<file path="src/rtl/gpio_irq_pkg.sv">
// Package: shared defaults and the request-latch state type.
package gpio_irq_pkg;
    parameter int unsigned GPIO_W_DEF   = 16;
    parameter int unsigned SYNC_DEF     = 2;

    typedef enum logic {
        IRQ_IDLE = 1'b0,
        IRQ_PEND = 1'b1
    } irq_state_e;
endpackage

</file>
<file path="src/rtl/gpio_irq_sync.sv">
// Multi-stage synchroniser for a bank of asynchronous pins.
// Assumes each pin toggles slower than the block clock; no bus coherency
// across pins is claimed. Resets all stages to 0.
module gpio_irq_sync #(
    parameter int unsigned W      = 16,
    parameter int unsigned STAGES = 2
) (
    input  logic         clk,
    input  logic         rst_n,
    input  logic [W-1:0] async_i,
    output logic [W-1:0] sync_o
);
    logic [W-1:0] stage_q [STAGES];

    for (genvar s = 0; s < STAGES; s++) begin : g_stage
        if (s == 0) begin : g_first
            // capture raw pin levels
            always_ff @(posedge clk) begin
                if (!rst_n) stage_q[s] <= '0;
                else        stage_q[s] <= async_i;
            end
        end else begin : g_next
            // shift through the metastability chain
            always_ff @(posedge clk) begin
                if (!rst_n) stage_q[s] <= '0;
                else        stage_q[s] <= stage_q[s-1];
            end
        end
    end

    assign sync_o = stage_q[STAGES-1];
endmodule

</file>
<file path="src/rtl/gpio_irq_edge.sv">
// Both-edge change detector with direction and mask qualification.
// The previous-level copy updates every cycle regardless of qualification,
// so enabling a port later never reports a stale change.
module gpio_irq_edge #(
    parameter int unsigned W = 16
) (
    input  logic         clk,
    input  logic         rst_n,
    input  logic [W-1:0] lvl_i,
    input  logic [W-1:0] dir_i,
    input  logic [W-1:0] mask_i,
    output logic [W-1:0] evt_o
);
    logic [W-1:0] prev_q;

    // remember last synchronised level, unconditionally
    always_ff @(posedge clk) begin
        if (!rst_n) prev_q <= '0;
        else        prev_q <= lvl_i;
    end

    for (genvar i = 0; i < W; i++) begin : g_port
        // per-port change, allowed only on unmasked inputs
        always_comb begin
            evt_o[i] = (lvl_i[i] ^ prev_q[i]) & dir_i[i] & ~mask_i[i];
        end
    end
endmodule

</file>
<file path="src/rtl/gpio_irq_latch.sv">
// Sticky interrupt request. Set has priority over clear so that a change
// arriving with the clear pulse is kept. Output is active low.
module gpio_irq_latch (
    input  logic clk,
    input  logic rst_n,
    input  logic set_i,
    input  logic clr_i,
    output logic irq_n_o
);
    import gpio_irq_pkg::*;

    irq_state_e state_q, state_d;

    // next state: set wins over clear
    always_comb begin
        state_d = state_q;
        if (set_i)      state_d = IRQ_PEND;
        else if (clr_i) state_d = IRQ_IDLE;
    end

    // state register
    always_ff @(posedge clk) begin
        if (!rst_n) state_q <= IRQ_IDLE;
        else        state_q <= state_d;
    end

    assign irq_n_o = (state_q != IRQ_PEND);
endmodule

</file>
<file path="src/rtl/gpio_irq_gen.sv">
// Top: synchroniser -> qualified change detector -> sticky latch.
// Assumes clr_i is a single-cycle pulse from the register block.
module gpio_irq_gen #(
    parameter int unsigned W      = gpio_irq_pkg::GPIO_W_DEF,
    parameter int unsigned STAGES = gpio_irq_pkg::SYNC_DEF
) (
    input  logic         clk,
    input  logic         rst_n,
    input  logic [W-1:0] pin_i,
    input  logic [W-1:0] dir_i,
    input  logic [W-1:0] mask_i,
    input  logic         clr_i,
    output logic         irq_n_o
);
    logic [W-1:0] lvl_w;
    logic [W-1:0] evt_w;
    logic         any_evt_w;

    gpio_irq_sync #(.W(W), .STAGES(STAGES)) u_sync (
        .clk     (clk),
        .rst_n   (rst_n),
        .async_i (pin_i),
        .sync_o  (lvl_w)
    );

    gpio_irq_edge #(.W(W)) u_edge (
        .clk    (clk),
        .rst_n  (rst_n),
        .lvl_i  (lvl_w),
        .dir_i  (dir_i),
        .mask_i (mask_i),
        .evt_o  (evt_w)
    );

    assign any_evt_w = |evt_w;

    gpio_irq_latch u_latch (
        .clk     (clk),
        .rst_n   (rst_n),
        .set_i   (any_evt_w),
        .clr_i   (clr_i),
        .irq_n_o (irq_n_o)
    );
endmodule

</file>
<file path="config.mk">
export PLATFORM = sky130hd
export DESIGN_NAME = gpio_irq_gen
export DESIGN_NICKNAME = d
export VERILOG_FILES = /design/src/rtl/gpio_irq_pkg.sv /design/src/rtl/gpio_irq_sync.sv /design/src/rtl/gpio_irq_edge.sv /design/src/rtl/gpio_irq_latch.sv /design/src/rtl/gpio_irq_gen.sv
export SDC_FILE = /design/constraint.sdc
export NUM_CORES = 1
export LEC_CHECK = 0
export ABC_AREA = 1
export CORE_ASPECT_RATIO = 1.2
export CORE_MARGIN = 2
export CORE_UTILIZATION = 48
export DETAILED_ROUTE_END_ITERATION = 16
export HOLD_SLACK_MARGIN = 0.12
export PLACE_DENSITY_LB_ADDON = 0.12
export SKIP_CTS_REPAIR_TIMING = 1
export SYNTH_ARGS = -nofsm -noshare
export SYNTH_HDL_FRONTEND = slang
export SYNTH_HIERARCHICAL = 1
export SYNTH_SLANG_ARGS = --single-unit
</file>
<file path="constraint.sdc">
create_clock -name clk -period 1.5 [get_ports clk]
set_clock_uncertainty 0.1 [all_clocks]
set_input_delay 0.15 -clock clk [delete_from_list [all_inputs] [get_ports clk]]
set_output_delay 0.15 -clock clk [all_outputs]
set_load 0.03 [all_outputs]
</file>
==> results of run 1 <==
==> synth_stat cells <==
cell and number:
a21oi_2 1, inv_1 99, nor2_1 26, nand2_1 113, dfxtp_1 49, buf_6 4, nand2_2 5, inv_2 1
buf_12 1
==> power groups by stage <==
stage               logic, mW  registers, mW  clock network [mW]
floorplan               0.142           1.41                   0
global placement        0.282           1.41                   0
detailed placement      0.289           1.41                   0
CTS                     0.290           1.38               0.964
global route            0.326           1.39                1.01
finish                  0.283           1.38               0.925
==> worst max-delay path, stage by stage (launching register included) <==
cell and delay (ns):
dfxtp_1 0.36, nand2_1 0.06, nand2_1 0.06, nor2_1 0.04
nor2_1 0.10, nand2_1 0.08, nor2_1 0.13, nand2_1 0.06
inv_1 0.07, a21oi_2 0.05
==> final timing paths <==
kind | end | slack, ns
worst max-delay path | u_latch/state_q | 0.30
worst min-delay path | u_sync/stage_q[0][11] | 0.20
worst max register to register | u_latch/state_q | 0.30
worst min register to register | u_sync/stage_q[1][9] | 0.31
==> flip-flops by register name (all words and copies together) (netlist names) <==
register         flops
u_latch/state_q      1
u_sync/stage_q      32
u_edge/prev_q       16
==> final cells by class <==
class	count	area share, %
sequential	49	37.3
multi-input combinational	145	21.4
timing repair buffer	52	20.1
inverter	100	14.3
clock buffer	7	3.28
tap	54	2.57
clock inverter	1	1.14
==> cell families after synthesis <==
group / share of synthesized area [%]
AND/OR/NAND/NOR: 27.9
AO/OA/AOI/OAI: 0.442
buffers and inverters: 22.2
flip-flops: 49.5
==> through the flow <==
step | util, % | TNS (ns) | setup slack (ns) | total power, mW | cell area (um2)
after floorplan | - | 0 | 0.449 | 1.55 | 1980
after global placement | 63.7 | 0 | 0.0474 | 1.69 | 2510
after detailed placement | 63.7 | 0 | 0.0250 | 1.70 | 2510
after CTS | 66.7 | -0.0799 | -0.0799 | 2.63 | 2630
after global routing | 66.7 | 0 | 0.126 | 2.73 | 2630
final | 66.7 | 0 | 0.300 | 2.59 | 2630
==> routing by layer <==
metal	vias to the layer above	routed length, um
met4	0	70
li1	901	-
met2	30	1390
met3	5	153
met5	-	0
met1	611	1170
==> results_dict.tcl, run 1 <==
set metrics [dict create \
    irDropWorstVdd_mv 0.746 \
    vias 1547 \
    grt_overflow 0 \
    synth_cell_type_count 9 \
    yosys-top-cells-area "dfxtp_1, nand2_1, inv_1, nor2_1, buf_6" \
    die_area_um2 4660 \
    layout_common_cells "nand2_1, inv_1, clkdlybuf4s50_1, dfxtp_1, nor2_1" \
    r2r_start "u_sync/stage_q[1][7]" \
    yosysWarnings 6 \
    maxCapViolations 0 \
    drv_slew 0 \
    use_met3_pct 4.24 \
    syn_inst 299 \
    insertion_delay_ns 0.29 \
    rsz0062_at_grt "false" \
    whs_ns 0.195 \
    numPortBuffers 51 \
    met1_usage_pct 14.4 \
    cts_buffers 5 \
    place_hpwl_um 2170 \
    seqCellArea_um2 981 \
    vias_per_cell 3.79 \
    fin_crit_ns 1.20 \
    start_kind "register" \
    drive_gt1_share_pct 4.52 \
    p_per_area_nw_per_um2 984 \
    syn_nets 350 \
    h-tree-depth 2 \
    initial_core_util_pct 50.3 \
    grt.busiest_layer "met2" \
    clk_path_buf_depth 2 \
    period_share_pct 80.0 \
    internal-power_mw 2.07 \
    arrival_ns 1.29 \
    clkSlewWorstSetupHoldPaths_ns 0.08 \
    min_delay_path_depth 4 \
    min_path_type "in2reg" \
    timing.fmax_mhz 834 \
    wl_um 2790 \
    cts_sinks 49 \
    synth_top_area_share_pct 49.5 \
    multi_input_area_um2 562 \
    grt_antenna_before_repair 0 \
    grtUsageMet2_pct 25.1 \
    synth_seq_cells 49 \
    gp_congestion 0.697 \
    cp.required_ns 1.59 \
    die_x_um 62.7 \
    finalSetupViolations 0 \
    yosysTopAreaCell "dfxtp_1" \
    grt_start_max_net_pins 50 \
    num_rows 25 \
    cts_tree "yes" \
    gr-usage-all-layers_pct 13.9 \
    p_switching_mw 0.517 \
    relSlewSlack_pct 79.1 \
    pwr-share-seq_pct 53.3 \
    syn_to_final_growth_pct 32.6 \
    startpoint "u_sync/stage_q[1][7]" \
    boundaryPins 52 \
    critPathCaptureType "register" \
    wl_per_cell_um 6.83 \
    stdcell_count 408 \
    critPathMaxFanout 3 \
    fillers 364 \
    place_inst 400 \
    power_leakage_nw 1.54 \
    syn_area_um2 1980 \
    layout_commonest_cell "nand2_1" \
    status "finished clean" \
    core_um2 3940 \
    die_h_um 74.4 \
    comb_power_share_pct 10.9 \
    hold_start "rst_n" \
    p_clk_share_pct 35.8 \
    grt_pass1_vias 1312 \
    crit_type "reg2reg" \
    antennaDiodeCount 0 \
    nets 404 \
    rr_worst_depth 9 \
    drc_errors 0 \
    hold_violations 0 \
    ant_nets 0 \
    drt-pass1-iter-count 4 \
    syn_area_per_cell_um2 6.63 \
    seq_area_frac_synth_pct 49.5 \
    worst_slew_pin_slew_ns 0.313 \
    root_buffer "clkbuf_8" \
    dr.first_iter.drc_count 26 \
    switching_share_pct 20.0 \
    grt_first_pass_wirelength_um 5060 \
]
(Power assumes the default switching activity.)
==> run 2, diff against run 1 <==
Settings changed: CORE_UTILIZATION 48 to 43.
Clock period 1.5 ns to 1.05 ns, I/O delays scaled along.
==> results_dict.tcl, run 2 (synthesis gave the netlist of run 1 again) <==
set metrics [dict create \
    stdcell_count 417 \
    slowest_stage "dfxtp_1" \
    whs_ns 0.0689 \
    ant_nets 0 \
    startpoint "u_sync/stage_q[1][7]" \
    syn_to_final_growth_pct 35.3 \
    fin_crit_ns 1.19 \
    drc_errors 0 \
    hold_start "rst_n" \
    reg_top3 "u_sync/stage_q (32), u_edge/prev_q (16), u_latch/state_q (1)" \
    drive_gt1_share_pct 8.64 \
    die_area_um2 5170 \
    worst_slew_pin_slew_ns 0.306 \
    rr_worst_depth 10 \
    cts_buffers 5 \
    dr.first_iter.drc_count 19 \
    vias 1564 \
    clkSlewWorstSetupHoldPaths_ns 0.08 \
    gp_congestion 0.698 \
    critPathBufInv 2 \
    start_kind "register" \
    boundaryPins 52 \
    status "complete, but fails checks" \
    antennaDiodeCount 0 \
    setup_slack_ns -0.136 \
    period_share_pct 113 \
    crit_top_cell "nand2_1" \
    insertion_delay_ns 0.29 \
    grt_antenna_before_repair 0 \
    die_h_um 78.4 \
    place_hpwl_um 2170 \
    p_per_area_nw_per_um2 1390 \
    violations "negative setup slack" \
    layout_common_cells "nand2_1, inv_1, clkdlybuf4s50_1" \
    top_register "u_sync/stage_q" \
    fillers 441 \
    vias_per_cell 3.75 \
    rrSetupSlack_ns -0.14 \
    cts_sinks 49 \
    die_x_um 66.0 \
    core_um2 4530 \
    fin_total_pwr_mw 3.73 \
    pwr-share-seq_pct 52.8 \
    cp.required_ns 1.14 \
    drt-pass1-iter-count 4 \
    layout_commonest_cell "nand2_1" \
    drv_slew 0 \
    comb_power_share_pct 11.3 \
    fin_util_pct 59.3 \
    min_to "u_sync/stage_q[1][9]" \
    grt_start_max_net_pins 27 \
    gr-usage-all-layers_pct 12.4 \
    irDropWorstVdd_mv 1.03 \
    initial_core_util_pct 43.8 \
    crit_type "reg2reg" \
    arrival_ns 1.27 \
    critPathCaptureType "register" \
    wl_per_cell_um 6.78 \
    grt_pass1_vias 1349 \
    hold_violations 0 \
    slowest_delay_ns 0.33 \
    root_buffer "clkbuf_8" \
    relSlewSlack_pct 79.6 \
    grt_overflow 0 \
    r2r_start "u_sync/stage_q[1][7]" \
    switching_share_pct 20.4 \
    numPortBuffers 51 \
    cts_tree "yes" \
    p_clk_share_pct 35.9 \
    rsz0062_at_grt "true" \
    critPathMaxFanout 3 \
    wl_um 2830 \
    setup_tns_ns -0.136 \
    maxCapViolations 0 \
    power_leakage_nw 1.57 \
    nets 409 \
    num_rows 27 \
    min_delay_path_depth 3 \
    h-tree-depth 2 \
    internal-power_mw 2.97 \
    timing.fmax_mhz 843 \
    place_inst 409 \
    path_delay_family "simple AND/OR/NAND/NOR gates" \
    grt_first_pass_wirelength_um 4970 \
    clk_path_buf_depth 2 \
    crit_path_cell_trace "inv_1 > nand2_1 > nand2_1 > nor2_1 > nor2_1 > nand2_1 > nor2_2 > nand2_1 > inv_1 > a21oi_2" \
    finalSetupViolations 1 \
    min_path_type "in2reg" \
    r2r-end "u_latch/state_q" \
    largest_reg_flops 32 \
    p_switching_mw 0.762 \
]
[run 2: changes by cell type in the layout (fill, tap and decap cells not counted), sizes merged]
| cell | change |
|---|---|
| dlymetal6s2s | -1 |
| buf | +6 |
[run 2: power groups by stage]
stage                     Sequential (mW)  Combinational (mW)  Clock [mW]
after floorplan                      2.01               0.203           0
after global routing                 1.98               0.483        1.44
final                                1.97               0.421        1.34
after CTS                            1.97               0.423        1.38
after detailed placement             2.01               0.421           0
after global placement               2.01               0.414           0
[run 2: final cells by class]
class | count | area, um2 | area share, %
flip-flops and latches | 49 | 985 | 36.7
clock inverters | 1 | 30.0 | 1.12
clock buffers | 7 | 86.3 | 3.22
repair buffers | 57 | 561 | 20.9
multi-input cells | 145 | 574 | 21.4
inverters | 100 | 375 | 14.0
well taps | 58 | 72.6 | 2.70
[run 2: worst max-delay path by stage]
stage | end | cells after the start
detailed placement | u_latch/state_q | 10
global route | u_latch/state_q | 10
finish | u_latch/state_q | 10
global placement | u_latch/state_q | 10
floorplan | u_latch/state_q | 9
CTS | u_latch/state_q | 10
[run 2: stage by stage]
stage	setup slack, ns	instance area [um2]
finish	-0.136	2680
detailed placement	-0.381	2550
CTS	-0.192	2670
global placement	-0.373	2550
global route	-0.295	2680
floorplan	0.00375	1980
[run 2: worst reg2reg max path, cell delays in order (launching register included)]
cell and delay, ns:
dfxtp_1 0.33, inv_1 0.05, nand2_1 0.04, nand2_1 0.05, nor2_1 0.03, nor2_1 0.10, nand2_1 0.08, nor2_2 0.14
nand2_1 0.06, inv_1 0.06, a21oi_2 0.05
[run 2: metal layers]
| metal | part of all wire [%] | track usage, % |
|---|---|---|
| met4 | 1.3 | 4.90 |
| met3 | 5.1 | 3.87 |
| met5 | 0 | 0 |
| met2 | 50 | 23.4 |
| met1 | 43 | 12.1 |
==> run 3, diff against run 2 <==
Settings changed: GPL_TIMING_DRIVEN set to 0.
Clock period 1.05 ns to 1 ns, I/O delays scaled along.
==> results_dict.tcl, run 3 (synthesis gave the netlist of run 1 again) <==
set metrics [dict create \
    root_buffer "clkbuf_8" \
    cts_sinks 49 \
    fin_crit_ns 1.17 \
    drive_gt1_share_pct 9.14 \
    gr-usage-all-layers_pct 14.6 \
    ant_nets 0 \
    finalSetupViolations 2 \
    vias_per_cell 3.82 \
    layout_common_cells "nand2_1, inv_1, clkdlybuf4s50_1" \
    place_hpwl_um 2390 \
    start_kind "register" \
    min_path_type "in2reg" \
    syn_to_final_growth_pct 35.3 \
    antennaDiodeCount 0 \
    drv_slew 0 \
    reg_top3 "u_sync/stage_q (32), u_edge/prev_q (16), u_latch/state_q (1)" \
    die_x_um 66.0 \
    place_ws_ns -0.438 \
    setup_slack_ns -0.168 \
    wl_um 3130 \
    relSlewSlack_pct 74.4 \
    critPathMaxFanout 3 \
    drt-pass1-iter-count 4 \
    rsz0062_at_grt "true" \
    grt_antenna_before_repair 0 \
    layout_commonest_cell "nand2_1" \
    gp_congestion 0.793 \
    worst_slew_pin_slew_ns 0.384 \
    stdcell_count 419 \
    period_share_pct 117 \
    dr.first_iter.drc_count 20 \
    cts_buffers 5 \
    p_per_area_nw_per_um2 1340 \
    crit_type "reg2reg" \
    fin_total_pwr_mw 3.60 \
    status "complete, but fails checks" \
    cts_tree "yes" \
    clkSlewWorstSetupHoldPaths_ns 0.08 \
    nets 411 \
    die_area_um2 5170 \
    fillers 489 \
    place_inst 408 \
    arrival_ns 1.26 \
    numPortBuffers 51 \
    boundaryPins 52 \
    timing.fmax_mhz 856 \
    grt_overflow 0 \
    core_um2 4530 \
    power_leakage_nw 1.57 \
    top_register "u_sync/stage_q" \
    num_rows 27 \
    violations "negative setup slack" \
    insertion_delay_ns 0.29 \
    grt_start_max_net_pins 14 \
    irDropWorstVdd_mv 0.857 \
    drc_errors 0 \
    grt_first_pass_wirelength_um 5700 \
    initial_core_util_pct 43.8 \
    grt_pass1_vias 1508 \
    clk_path_buf_depth 2 \
    maxCapViolations 0 \
    multi_input_area_um2 567 \
    h-tree-depth 2 \
    largest_reg_flops 32 \
    vias 1602 \
    seqCellArea_um2 991 \
    cp.required_ns 1.09 \
    die_h_um 78.4 \
    hold_violations 0 \
    wl_per_cell_um 7.47 \
    critPathCaptureType "register" \
]
## run 3: cell types whose count changed in the layout (fill, tap and decap cells not counted), moves of 2 or more
cell | previous run | this run
dfxtp_2 | 3 | 8
buf_6 | 0 | 4
nand2_1 | 110 | 112
clkbuf_1 | 1 | 3
nand2_2 | 8 | 6
buf_4 | 6 | 3
dfxtp_1 | 46 | 41
## run 3: layout make-up
cell class / instances / share of cell area, %
repair buffers: 54 / 19.9
clock buffers: 8 / 2.98
well taps: 58 / 2.70
multi-input cells: 145 / 21.1
flip-flops and latches: 49 / 36.9
inverters: 100 / 14.0
plain buffers: 5 / 2.42
## run 3: worst max-delay path, cell delays in order (launching register included)
cell and delay, ns:
dfxtp_1 0.35, nand2_1 0.06, nand2_1 0.06, nor2_1 0.03
nor2_1 0.10, nand2_1 0.08, nor2_2 0.13, nand2_1 0.06
inv_1 0.06, a21oi_2 0.04
## run 3: routing by layer
| layer | GRT usage [%] | vias to the layer above | routed length (um) |
|---|---|---|---|
| li1 | - | 918 | - |
| met1 | 14.6 | 645 | 1210 |
| met2 | 26.3 | 29 | 1650 |
| met3 | 4.44 | 10 | 172 |
| met4 | 7.96 | 0 | 97 |
| met5 | 0 | - | 0 |
## run 3: report_power, final
part	internal [mW]	switching, mW	leakage (nW)
clock network	0.497	0.574	0.0395
logic	0.280	0.180	1.13
registers	2.04	0.0358	0.407
## run 3: final timing paths
check | startpoint | to | slack [ns] | cells past startpoint
min | rst_n | u_sync/stage_q[1][14] | 0.12 | 3
max | u_sync/stage_q[1][6] | u_latch/state_q | -0.17 | 9
max reg2reg | u_sync/stage_q[1][6] | u_latch/state_q | -0.17 | 9
min reg2reg | u_sync/stage_q[0][7] | u_sync/stage_q[1][7] | 0.31 | 2
## run 3: through the flow
stage	instance area (um2)	hold WS (ns)	TNS, ns	utilization (%)
floorplan	1990	0.0935	-0.0356	-
global placement	2570	0.287	-14.59	56.8
detailed placement	2570	0.294	-14.77	56.8
CTS	2650	0.211	-1.75	58.6
global route	2680	0.137	-0.344	59.3
finish	2680	0.123	-0.200	59.3
